--- src/rtl/mbx_irq_pkg.sv ---
package mbx_irq_pkg;

  // Port index used for the per-port generate structures.
  typedef enum logic {
    SIDE_LEFT  = 1'b0,
    SIDE_RIGHT = 1'b1
  } side_e;

  // Decoded mailbox requests produced by one port.
  typedef struct packed {
    logic post_peer;  // unblocked write into the peer's mailbox
    logic take_own;   // unblocked read of this port's own mailbox
  } mbx_req_t;

  // Strobes of one port, gathered for the decoder.
  typedef struct packed {
    logic en;
    logic wr;
    logic oe;
    logic busy;
  } port_ctl_t;

endpackage

--- src/rtl/mbx_port_decode.sv ---
module mbx_port_decode
  import mbx_irq_pkg::*;
#(
  parameter int ADDR_W  = 12,
  parameter bit OWN_TOP = 1'b0  // 1: this port owns the highest word
) (
  input  port_ctl_t          ctl,
  input  logic [ADDR_W-1:0]  addr,
  output mbx_req_t           req
);

  localparam logic [ADDR_W-1:0] TOP_WORD  = '1;
  localparam logic [ADDR_W-1:0] NEXT_WORD = TOP_WORD - ADDR_W'(1);
  localparam logic [ADDR_W-1:0] OWN_BOX   = OWN_TOP ? TOP_WORD : NEXT_WORD;
  localparam logic [ADDR_W-1:0] PEER_BOX  = OWN_TOP ? NEXT_WORD : TOP_WORD;

  logic hit_own;
  logic hit_peer;
  logic is_write;
  logic is_read;

  always_comb begin
    hit_own  = (addr == OWN_BOX);
    hit_peer = (addr == PEER_BOX);
    is_write = ctl.en &  ctl.wr;
    is_read  = ctl.en & ~ctl.wr & ctl.oe;
    req.post_peer = is_write & hit_peer & ~ctl.busy;
    req.take_own  = is_read  & hit_own  & ~ctl.busy;
  end

endmodule

--- src/rtl/mbx_flag_cell.sv ---
module mbx_flag_cell (
  input  logic clk,
  input  logic rst_n,
  input  logic set_i,
  input  logic clr_i,
  output logic flag_o
);

  logic flag_q;
  logic flag_d;

  // A set on the same edge as a clear takes precedence.
  always_comb begin
    flag_d = flag_q;
    if (clr_i) flag_d = 1'b0;
    if (set_i) flag_d = 1'b1;
  end

  always_ff @(posedge clk or negedge rst_n) begin
    if (!rst_n) flag_q <= 1'b0;
    else        flag_q <= flag_d;
  end

  assign flag_o = flag_q;

endmodule

--- src/rtl/mbx_irq_top.sv ---
module mbx_irq_top
  import mbx_irq_pkg::*;
#(
  parameter int ADDR_W = 12
) (
  input  logic              clk,
  input  logic              rst_n,
  input  logic              l_en,
  input  logic              l_wr,
  input  logic              l_oe,
  input  logic [ADDR_W-1:0] l_addr,
  input  logic              l_busy,
  input  logic              r_en,
  input  logic              r_wr,
  input  logic              r_oe,
  input  logic [ADDR_W-1:0] r_addr,
  input  logic              r_busy,
  output logic              l_int_n,
  output logic              r_int_n
);

  localparam int NUM_SIDES = 2;

  port_ctl_t         ctl  [NUM_SIDES];
  logic [ADDR_W-1:0] addr [NUM_SIDES];
  mbx_req_t          req  [NUM_SIDES];
  logic              flag [NUM_SIDES];

  always_comb begin
    ctl[SIDE_LEFT]   = '{en: l_en, wr: l_wr, oe: l_oe, busy: l_busy};
    ctl[SIDE_RIGHT]  = '{en: r_en, wr: r_wr, oe: r_oe, busy: r_busy};
    addr[SIDE_LEFT]  = l_addr;
    addr[SIDE_RIGHT] = r_addr;
  end

  for (genvar s = 0; s < NUM_SIDES; s++) begin : g_side
    // The right side owns the highest word, the left side the one below.
    mbx_port_decode #(
      .ADDR_W  (ADDR_W),
      .OWN_TOP (s == int'(SIDE_RIGHT))
    ) u_dec (
      .ctl  (ctl[s]),
      .addr (addr[s]),
      .req  (req[s])
    );

    // A side's flag is posted by the opposite side and taken by itself.
    mbx_flag_cell u_flag (
      .clk    (clk),
      .rst_n  (rst_n),
      .set_i  (req[NUM_SIDES-1-s].post_peer),
      .clr_i  (req[s].take_own),
      .flag_o (flag[s])
    );
  end

  assign l_int_n = ~flag[SIDE_LEFT];
  assign r_int_n = ~flag[SIDE_RIGHT];

endmodule

--- config.mk ---
export PLATFORM = sky130hd
export DESIGN_NAME = mbx_irq_top
export DESIGN_NICKNAME = d
export VERILOG_FILES = /design/src/rtl/mbx_irq_pkg.sv /design/src/rtl/mbx_port_decode.sv /design/src/rtl/mbx_flag_cell.sv /design/src/rtl/mbx_irq_top.sv
export SDC_FILE = /design/constraint.sdc
export NUM_CORES = 1
export LEC_CHECK = 0
export BUFFER_PORTS_ARGS = -buffer_cell sky130_fd_sc_hd__clkbuf_2
export CAP_MARGIN = 10
export CORE_AREA = 2 2 39 41
export CTS_CLUSTER_DIAMETER = 60
export DETAILED_ROUTE_END_ITERATION = 12
export DIE_AREA = 0 0 41 43
export GPL_TIMING_DRIVEN = 0
export HOLD_SLACK_MARGIN = 0.06
export PLACE_DENSITY = 0.59
export SLEW_MARGIN = 20
export SYNTH_ARGS = -nofsm -noshare
export SYNTH_HDL_FRONTEND = slang
export SYNTH_HIERARCHICAL = 1
export SYNTH_SLANG_ARGS = --single-unit
--- constraint.sdc ---
create_clock -name clk -period 0.8 [get_ports clk]
set_clock_uncertainty 0.15 [all_clocks]
set_input_delay 0.08 -clock clk [delete_from_list [all_inputs] [get_ports clk]]
set_output_delay 0.08 -clock clk [all_outputs]
set_load 0.05 [all_outputs]
==> metrics.md <==
| Metric | Value |
|---|---|
| Multi-input logic area | 144 sq um |
| Post-synth EDFFs | 0 |
| First-pass GRT wire length | around 1100 um |
| GR Util All Layers | 9.41% |
| I/O pins | 36 |
| Core area | 0.00138 sq mm |
| Synth area leader | dfrtp_1 |
| Drt drc | 0 |
| Final Non-Filler Cells | 81 |
| Minimum clock period | 1.09 ns |
| Failing checks | negative setup slack |
| Cell Pwr Density | 892 mW/mm^2 |
| Total CTS buffers | 3 |
| Buf/Inv on CP | 2 |
| Post-route worst setup slack | -0.285 ns |
| Max Fanout on Critical Path | 2 |
| Vias in the first global route | 340 |
| Register area | 50.0 sq um |
| GRT overflow | 0 |
| CP required | 0.57 ns |
| Placed instance count | 75 |
| CTS tree | done |
| Final Hold Vio Count | 0 |
| Post-CTS Hold Buffers | 1 |
| Cell family with most CP delay | flip-flops |
| Number of setup violations in the final report | 4 |
| Maxcap violations | 0 |
| Ys flop type | dfrtp_1 |
| F_max | 921 MHz |
| TritonCTS Sinks | 2 |
| Fin nets | 101 |
| Startpoint Class | register |
| Initial Utilization | 14.6% |
| N_diodes | 0 |
| Final cell utilization of the core | 35.1% |
| Yosys warning total | 6 |
| Pre-CTS setup slack | -0.330 ns |
| Fillers | 158 |
| GPL Wtd Cong | 0.606 |
| Peak VDD IR | between 0.2 and 0.25 mV |
| Antenna Nets Post-Route | 0 |
| Clock transition at path regs | 0.03 ns |
| Largest net degree at the start of global routing | 3 |
| Die X-Extent | a little over 40 um |
| Placed Area | 402 sq um |
| Arrival time at the worst endpoint | 0.86 ns |
| FFs w/ async S/R, synth | 100% |
| Synth area leaders | dfrtp_1 25%, nand4b_1 17%, nand4_1 15% |
| Crit-path cells | clkinvlp_4 -> buf_8 |
| Syn_area_per_cell | 8.45 sq um |
| Starting DRT DRC Count | 2 |
| Clk buf depth | 2 |
| Root buffer cell | clkbuf_4 |
| Fin area | about 490 sq um |
| Drt pass-1 iters | 2 |
| Critical Path Slowest Stage Cell | dfrtp_1 |
| Layout cells sized above 1 | 67.7% |
| Setup TNS | -0.766 ns |
| Actual slew at the worst max-slew pin | 0.276 ns |
| Status | complete, but fails checks |
| Vias per cell | 4.46 |
| Syn nets | between 50 and 60 |
| Mapped cell area | around 200 sq um |
| Area Overhead vs Synth | 140% |
| Port-buffer cells | 35 |
| FF+latch count, synth | 2 |
| Hold Crit Class | in -> async |
| Relative slew slack | 81.4% |
| Final Cycle Share | 136% |
| Die ar. | between 0.0015 and 0.002 sq mm |
| Mapped Cells | 24 |
| Post-DP HPWL | 633 um |
| Worst setup EP type | output pin |
| Most common cell in the netlist | nand4_1 |
| Post-synth top area share | 24.7% |
| WL per Instance | about 8.6 um |
| Crit path kind | reg -> out |
| Distinct cells, synth | 10 |
| Synth cell count leaders | 5 x nand4_1, 4 x inv_1, 4 x nand4b_1, 3 x nor4_1 |
| Leakage | 0.248 nW |
| Via Count | 361 |
| Seq/Total Area, Yosys | 24.7% |
| Worst skew pair latency | 0.22 ns |
| Slew Limit Fails | 0 |
| Antenna violations before repair | 0 |
| H-tree depth | 1 |
| RSZ-0062 raised after global routing | yes |
| Die Y | approximately 43 um |
| CP max stage delay | 0.38 ns |
| Row Count | 14 |
| Max reg flops | 2 |
| Detailed Route WL | 696 um |
[cells in the final DEF (no fill, tap or decap), drive strengths merged]
cell and instances:
nand4 5, nor4 4, dlygate4sd3 1, dfrtp 2, nand4b 4, a21o 2, inv 3, clkbuf 35
nand4bb 1, or3b 1, buf 5, nand3 1, clkinvlp 1
[metal layers]
metal / global-route usage [%] / vias up / routed length [um]
met5: 0 / - / 0
met4: 10.0 / 0 / 0
met3: 0 / 0 / 84
met2: 15.3 / 23 / 370
met1: 9.55 / 154 / 241
li1: - / 184 / -
[cell families (layout without fill, tap and decap cells)]
| logic type | Yosys count | count (layout) | synth area share (%) |
|---|---|---|---|
| AOI/OAI and AO/OA | 2 | 2 | 7.41 |
| buffers and inverters | 4 | 45 | 7.41 |
| DFF | 2 | 2 | 24.7 |
| and+or+nand+nor | 16 | 16 | 60.5 |
[worst paths after layout]
kind	startpoint	end	slack [ns]	depth (start not counted)
setup reg to reg	g_side[0].u_flag/flag_o$_DFFE_PN0P_	g_side[0].u_flag/flag_o$_DFFE_PN0P_	-0.14	2
min in group clk	l_oe	g_side[0].u_flag/flag_o$_DFFE_PN0P_	0.10	5
hold / removal	rst_n	g_side[0].u_flag/flag_o$_DFFE_PN0P_	0.03	2
max in group asynchronous	rst_n	g_side[1].u_flag/flag_o$_DFFE_PN0P_	0.37	2
setup / recovery	g_side[0].u_flag/flag_o$_DFFE_PN0P_	l_int_n	-0.29	2
hold reg to reg	g_side[1].u_flag/flag_o$_DFFE_PN0P_	g_side[1].u_flag/flag_o$_DFFE_PN0P_	0.44	2
[cell type report]
type	count	share of cell area, %
Timing Repair Buffer	38	47.4
Multi-Input combinational cell	18	29.6
Sequential cell	2	10.3
Clock buffer	3	4.64
Tap cell	16	4.12
Inverter	4	3.87
[where the power goes]
| group | internal (W) | total (W) | switching, W | leakage [nW] |
|---|---|---|---|---|
| Sequential | 0.000102 | 0.000102 | 0.000000222 | 0.0279 |
| Combinational | 0.0000756 | 0.000113 | 0.0000378 | 0.206 |
| Clock | 0.000165 | 0.000217 | 0.0000521 | 0.0138 |
| Total | 0.000343 | 0.000433 | 0.0000902 | 0.248 |
[metrics by stage]
step / total power (W) / hold slack, ns
3_5_place_dp: 0.000209 / -0.281
4_1_cts: 0.000449 / 0.0268
6_report: 0.000433 / 0.0307
3_3_place_gp: 0.000206 / -0.284
2_1_floorplan: 0.000122 / -0.366
5_1_grt: 0.000463 / 0.0481
[worst reg2reg max path, stage by stage (launching register included)]
cell and delay [ns]:
dfrtp_1 0.39, buf_4 0.14, a21o_1 0.14
[what timing repair did]
action,in CTS,in global routing
pin swaps,1,2
buffers inserted,1,1
resized for setup,5,5
gates cloned,0,0
endpoints found under the hold margin,2,2
setup endpoints to repair,4,4
No activity file was read; power rests on OpenSTA's default activity.
